File: config.mk
export PLATFORM = sky130hd
export DESIGN_NAME = rtarb_top
export DESIGN_NICKNAME = d
export VERILOG_FILES = /design/src/rtl/rtarb_pkg.sv /design/src/rtl/rtarb_ratio_cnt.sv /design/src/rtl/rtarb_pick.sv /design/src/rtl/rtarb_gnt_reg.sv /design/src/rtl/rtarb_top.sv
export SDC_FILE = /design/constraint.sdc
export NUM_CORES = 1
export LEC_CHECK = 0
export BUFFER_PORTS_ARGS = -buffer_cell sky130_fd_sc_hd__buf_2
export CAP_MARGIN = 20
export CORE_AREA = 4 4 41 43
export CTS_BUF_LIST = sky130_fd_sc_hd__clkbuf_4
export CTS_CLUSTER_DIAMETER = 200
export CTS_CLUSTER_SIZE = 14
export DETAILED_ROUTE_END_ITERATION = 8
export DIE_AREA = 0 0 45 47
export PLACE_DENSITY = 0.53
export SYNTH_ARGS = -nofsm -noshare
export SYNTH_HDL_FRONTEND = slang
export SYNTH_SLANG_ARGS = --single-unit
File: constraint.sdc
create_clock -name clk_i -period 3.3 [get_ports clk_i]
set_clock_uncertainty 0.05 [all_clocks]
set_input_delay 0.165 -clock clk_i [delete_from_list [all_inputs] [get_ports clk_i]]
set_output_delay 0.165 -clock clk_i [all_outputs]
set_load 0.01 [all_outputs]
File: src/rtl/rtarb_pkg.sv
package rtarb_pkg;
  typedef struct packed {
    logic tx;
    logic rx;
  } gnt_t;

  localparam gnt_t GNT_NONE = '{tx: 1'b0, rx: 1'b0};
  localparam gnt_t GNT_RX   = '{tx: 1'b0, rx: 1'b1};
  localparam gnt_t GNT_TX   = '{tx: 1'b1, rx: 1'b0};
endpackage

File: src/rtl/rtarb_ratio_cnt.sv
module rtarb_ratio_cnt #(
  parameter int unsigned MAX_K = 4,
  parameter int unsigned CNT_W = 3
) (
  input  logic             clk_i,
  input  logic             rst_ni,
  input  logic             clr_i,
  input  logic             adv_i,
  input  logic             wrap_i,
  output logic [CNT_W-1:0] cnt_o
);
  logic [CNT_W-1:0] cnt_q;

  always_ff @(posedge clk_i or negedge rst_ni) begin
    if (!rst_ni)                 cnt_q <= '0;
    else if (clr_i || wrap_i)    cnt_q <= '0;
    else if (adv_i && (cnt_q < CNT_W'(MAX_K))) cnt_q <= cnt_q + 1'b1;
  end

  assign cnt_o = cnt_q;

  AST_CNT_BOUND: assert property (@(posedge clk_i) disable iff (!rst_ni)
    cnt_q <= CNT_W'(MAX_K));
  AST_CNT_CLEAR: assert property (@(posedge clk_i) disable iff (!rst_ni)
    clr_i |=> cnt_q == '0);
endmodule

File: src/rtl/rtarb_pick.sv
module rtarb_pick
  import rtarb_pkg::*;
#(
  parameter int unsigned RATIO_W = 2,
  parameter int unsigned CNT_W   = 3
) (
  input  logic               rx_req_i,
  input  logic               tx_req_i,
  input  logic               fixed_prio_i,
  input  logic [RATIO_W-1:0] ratio_i,
  input  logic [CNT_W-1:0]   cnt_i,
  output gnt_t               pick_o,
  output logic               adv_o,
  output logic               wrap_o
);
  logic [CNT_W-1:0] k_lim;
  logic             contest;

  assign k_lim   = CNT_W'(ratio_i) + CNT_W'(1);
  assign contest = rx_req_i && tx_req_i;

  always_comb begin
    pick_o = GNT_NONE;
    adv_o  = 1'b0;
    wrap_o = 1'b0;
    if (contest) begin
      if (fixed_prio_i) begin
        pick_o = GNT_RX;
      end else if (cnt_i >= k_lim) begin
        pick_o = GNT_TX;
        wrap_o = 1'b1;
      end else begin
        pick_o = GNT_RX;
        adv_o  = 1'b1;
      end
    end else if (rx_req_i) begin
      pick_o = GNT_RX;
    end else if (tx_req_i) begin
      pick_o = GNT_TX;
    end
  end
endmodule

File: src/rtl/rtarb_gnt_reg.sv
module rtarb_gnt_reg
  import rtarb_pkg::*;
(
  input  logic clk_i,
  input  logic rst_ni,
  input  logic soft_rst_i,
  input  logic done_i,
  input  gnt_t pick_i,
  output gnt_t gnt_o,
  output logic arb_o
);
  gnt_t gnt_q;
  logic busy;

  assign busy  = gnt_q.rx || gnt_q.tx;
  assign arb_o = !busy || done_i;

  always_ff @(posedge clk_i or negedge rst_ni) begin
    if (!rst_ni)         gnt_q <= GNT_NONE;
    else if (soft_rst_i) gnt_q <= GNT_NONE;
    else if (arb_o)      gnt_q <= pick_i;
  end

  assign gnt_o = gnt_q;

  AST_GNT_ONEHOT: assert property (@(posedge clk_i) disable iff (!rst_ni)
    $onehot0({gnt_q.tx, gnt_q.rx}));
  AST_GNT_HOLD: assert property (@(posedge clk_i) disable iff (!rst_ni)
    (busy && !done_i && !soft_rst_i) |=> $stable(gnt_q));
  AST_SOFT_DROP: assert property (@(posedge clk_i) disable iff (!rst_ni)
    soft_rst_i |=> !gnt_q.rx && !gnt_q.tx);
endmodule

File: src/rtl/rtarb_top.sv
module rtarb_top
  import rtarb_pkg::*;
#(
  parameter int unsigned RATIO_W = 2
) (
  input  logic               clk_i,
  input  logic               rst_ni,
  input  logic               soft_rst_i,
  input  logic               rx_req_i,
  input  logic               tx_req_i,
  input  logic               done_i,
  input  logic               fixed_prio_i,
  input  logic [RATIO_W-1:0] ratio_i,
  output logic               rx_gnt_o,
  output logic               tx_gnt_o
);
  localparam int unsigned MAX_K = 1 << RATIO_W;
  localparam int unsigned CNT_W = $clog2(MAX_K + 1);

  gnt_t             pick;
  gnt_t             gnt;
  logic             arb;
  logic             adv;
  logic             wrap;
  logic [CNT_W-1:0] cnt;

  rtarb_pick #(.RATIO_W(RATIO_W), .CNT_W(CNT_W)) i_pick (
    .rx_req_i    (rx_req_i),
    .tx_req_i    (tx_req_i),
    .fixed_prio_i(fixed_prio_i),
    .ratio_i     (ratio_i),
    .cnt_i       (cnt),
    .pick_o      (pick),
    .adv_o       (adv),
    .wrap_o      (wrap)
  );

  rtarb_gnt_reg i_gnt_reg (
    .clk_i     (clk_i),
    .rst_ni    (rst_ni),
    .soft_rst_i(soft_rst_i),
    .done_i    (done_i),
    .pick_i    (pick),
    .gnt_o     (gnt),
    .arb_o     (arb)
  );

  // count moves only on a taken decision
  rtarb_ratio_cnt #(.MAX_K(MAX_K), .CNT_W(CNT_W)) i_ratio_cnt (
    .clk_i (clk_i),
    .rst_ni(rst_ni),
    .clr_i (soft_rst_i),
    .adv_i (arb && adv),
    .wrap_i(arb && wrap),
    .cnt_o (cnt)
  );

  assign rx_gnt_o = gnt.rx;
  assign tx_gnt_o = gnt.tx;

  AST_FIXED_RX_WINS: assert property (@(posedge clk_i) disable iff (!rst_ni)
    (arb && fixed_prio_i && rx_req_i && !soft_rst_i) |=> rx_gnt_o);
  AST_IDLE_NO_REQ: assert property (@(posedge clk_i) disable iff (!rst_ni)
    (arb && !rx_req_i && !tx_req_i) |=> !rx_gnt_o && !tx_gnt_o);
  AST_LONE_REQ_CNT: assert property (@(posedge clk_i) disable iff (!rst_ni)
    (arb && (rx_req_i != tx_req_i) && !soft_rst_i) |=> $stable(cnt));
  AST_FIXED_CNT: assert property (@(posedge clk_i) disable iff (!rst_ni)
    (fixed_prio_i && !soft_rst_i) |=> $stable(cnt));
endmodule

==> results.cfg <==
[power_and_ir_drop]
swShare_pct = 23.8
comb_power_share_pct = 17.9
power_leakage_uw = 0.000243
p_int_uw = 132
clkPwrFrac_pct = 44.1
p_sw_uw = 41.2
powerDensity_mw_per_mm2 = 362
ir_drop_v = 0.000171
power_frac_seq_pct = 38.1

[worst_hold_path]
hold_path_startpoint = soft_rst_i
holdCritPathClass = in2reg
whs_path_depth = 2

[global_routing]
grt_pass1_vias = 331
grt-busiest-layer = met2
use_met2_pct = 11.6
antenna_found_initial = 0
grt_util_met1_pct = 10.9
grt_max_degree = 6
grt_overflow = 0
grt_usage_pct = 8.19
use_met3_pct = 2.30
grt_pass1_wl_um = 1240

[clock_network]
insertion_delay_ns = 0.24
clock-sinks = 5
ctsResizeCount = 0
postCtsHoldBufs = 1
postCtsSetupBuffers = 0
cts_tree = done
clockBufferDepth = 2
cts_buffers = 3
cts_max_level = 1
cts-root-buf = clkbuf_4
path_clk_slew_ns = 0.04

[drt]
ant_nets = 0
drc = 0
drt_iter0_drc = 7
totalWireLength_um = 724
vias = 349
via_per_inst = 4.99
first_pass_iters = 4
avgRoutedWirePerCell_um = 10.3

[placed_design]
dp_cells = 65
dp.final_hpwl_um = 620
gp_routability_congestion = 0.763
place.port_buffers = 10
placed_area_sq_um = 439

[critical_path]
cp-end-kind = flip-flop
worstPathMaxFanout = 4
r2r_start = i_ratio_cnt.cnt_o[2]
required_ns = 3.39
critPathKind = reg2reg
startpoint_type = flip-flop
reg2reg_depth = 5
crit_arrival_ns = 1.74
critPathLaunch = i_ratio_cnt.cnt_o[2]

[yosys]
synth-seq-cells = 5
synth-async-reset-ratio_pct = 100
ys.warnings.count = 0
synth.distinct_cells = 17
synthFlopType = dfrtp_1
synth-edff-count = 0
syn_avg_cell_area_sq_um = 9.26
synth_area_sq_um = 370
syn_nets = 54
synthCells = 40
ys_seq_area_share_pct = 33.8

[timing]
whs_ns = 0.0976
tightest_slew_ns = 0.298
rsz0062_at_grt = false
hold_violations = 0
max_freq_mhz = 607
timing.final.crit_share_pct = 50.0
slew_viol_final = 0
setup_tns_ns = 0
post-route-min-period_ns = 1.65
slew-limit-headroom_pct = 80.0
setup_viol = 0

[run_status]
status = complete, no violations

[floorplanning]
num_io_pins = 11
rows = 13
die_x_um = 45
initial_core_util_pct = 28.5
coreArea_sq_mm = 0.00130
die_h_um = 47
die_area_sq_mm = 0.00212

[finish]
nets = 70
stdcell_area_sq_um = 479
final_layout_size_suffix_gt1_share_pct = 32.7
stdcell_count = 70
antennaDiodeCount = 0
post-route-util_pct = 36.8
syn_to_final_growth_pct = 29.4
fillers = 143

[run]
drv_cap = 0
cells by family after synthesis:
logic type	after synthesis	share of synthesized area, %
AO/OA/AOI/OAI	14	26.7
AND/OR/NAND/NOR	10	16.6
buffers and inverters	6	6.08
flip-flops	5	33.8
adder cells (fa/ha/maj)	5	16.9
worst max-delay path, cell delays in order, from the launching register on:
cell      delay [ns]
dfrtp_1         0.40
ha_1            0.35
a21o_1          0.20
a31oi_1         0.25
nor3_1          0.08
a211oi_1        0.23
per-layer routing:
metal	routed length, um	vias to the layer above
li1	-	179
met1	355	162
met2	320	8
met3	48	0
met4	0	0
met5	0	-
layout make-up:
cell class                      count  area (sq um)  share of cell area [%]
Sequential cell                     5           125                    26.1
Tap cell                           15          18.8                    3.92
Timing Repair Buffer               11          60.1                    12.5
Multi-Input combinational cell     29           223                    46.5
Clock buffer                        4          30.0                    6.27
Inverter                            6          22.5                    4.70
placed cells by master (no fill, tap or decap), types with 2 or more instances in the layout:
cell type  synthesis  layout
a211oi_1           3       3
a21oi_1            3       3
buf_2              0      10
clkbuf_4           0       4
dfrtp_1            5       5
ha_1               5       5
inv_1              6       6
nand2_1            2       2
nand2b_1           3       3
nand4_1            3       3
o21ai_0            2       2
per-stage QoR:
stage / total power (uW) / setup WS, ns
floorplan: 84.7 / 1.81
global placement: 97.4 / 1.64
detailed placement: 97.1 / 1.61
CTS: 177 / 1.63
global route: 186 / 1.50
finish: 174 / 1.65
cell usage after synthesis (2+ instances only):
cell type	instances	area share, %
a21oi_1	3	4.1
o21ai_0	2	2.7
nand4_1	3	5.1
a211oi_1	3	6.1
nand2_1	2	2.0
dfrtp_1	5	34
nand2b_1	3	5.1
ha_1	5	17
inv_1	6	6.1
flip-flops by register name (all words and copies together) (netlist names):
signal             flops
i_gnt_reg.gnt_o        2
i_ratio_cnt.cnt_o      3
worst paths after layout:
path | to | slack (ns)
setup / recovery | i_gnt_reg.gnt_o[0] | 1.65
hold / removal | i_gnt_reg.gnt_o[1] | 0.1
setup reg to reg | i_gnt_reg.gnt_o[0] | 1.65
hold reg to reg | i_ratio_cnt.cnt_o[0] | 0.52
max in group asynchronous | i_ratio_cnt.cnt_o[1] | 2.85
min in group asynchronous | i_gnt_reg.gnt_o[1] | 0.22
power by group through the flow:
stage | clock [uW] | combinational (uW) | sequential, uW
CTS | 79.3 | 31.3 | 66.1
floorplan | 0 | 17.3 | 67.4
global placement | 0 | 30.4 | 67.0
detailed placement | 0 | 30.3 | 66.8
finish | 76.5 | 31.1 | 66.1
global route | 84.5 | 35.4 | 66.3
No activity file was read; power rests on OpenSTA's default activity.
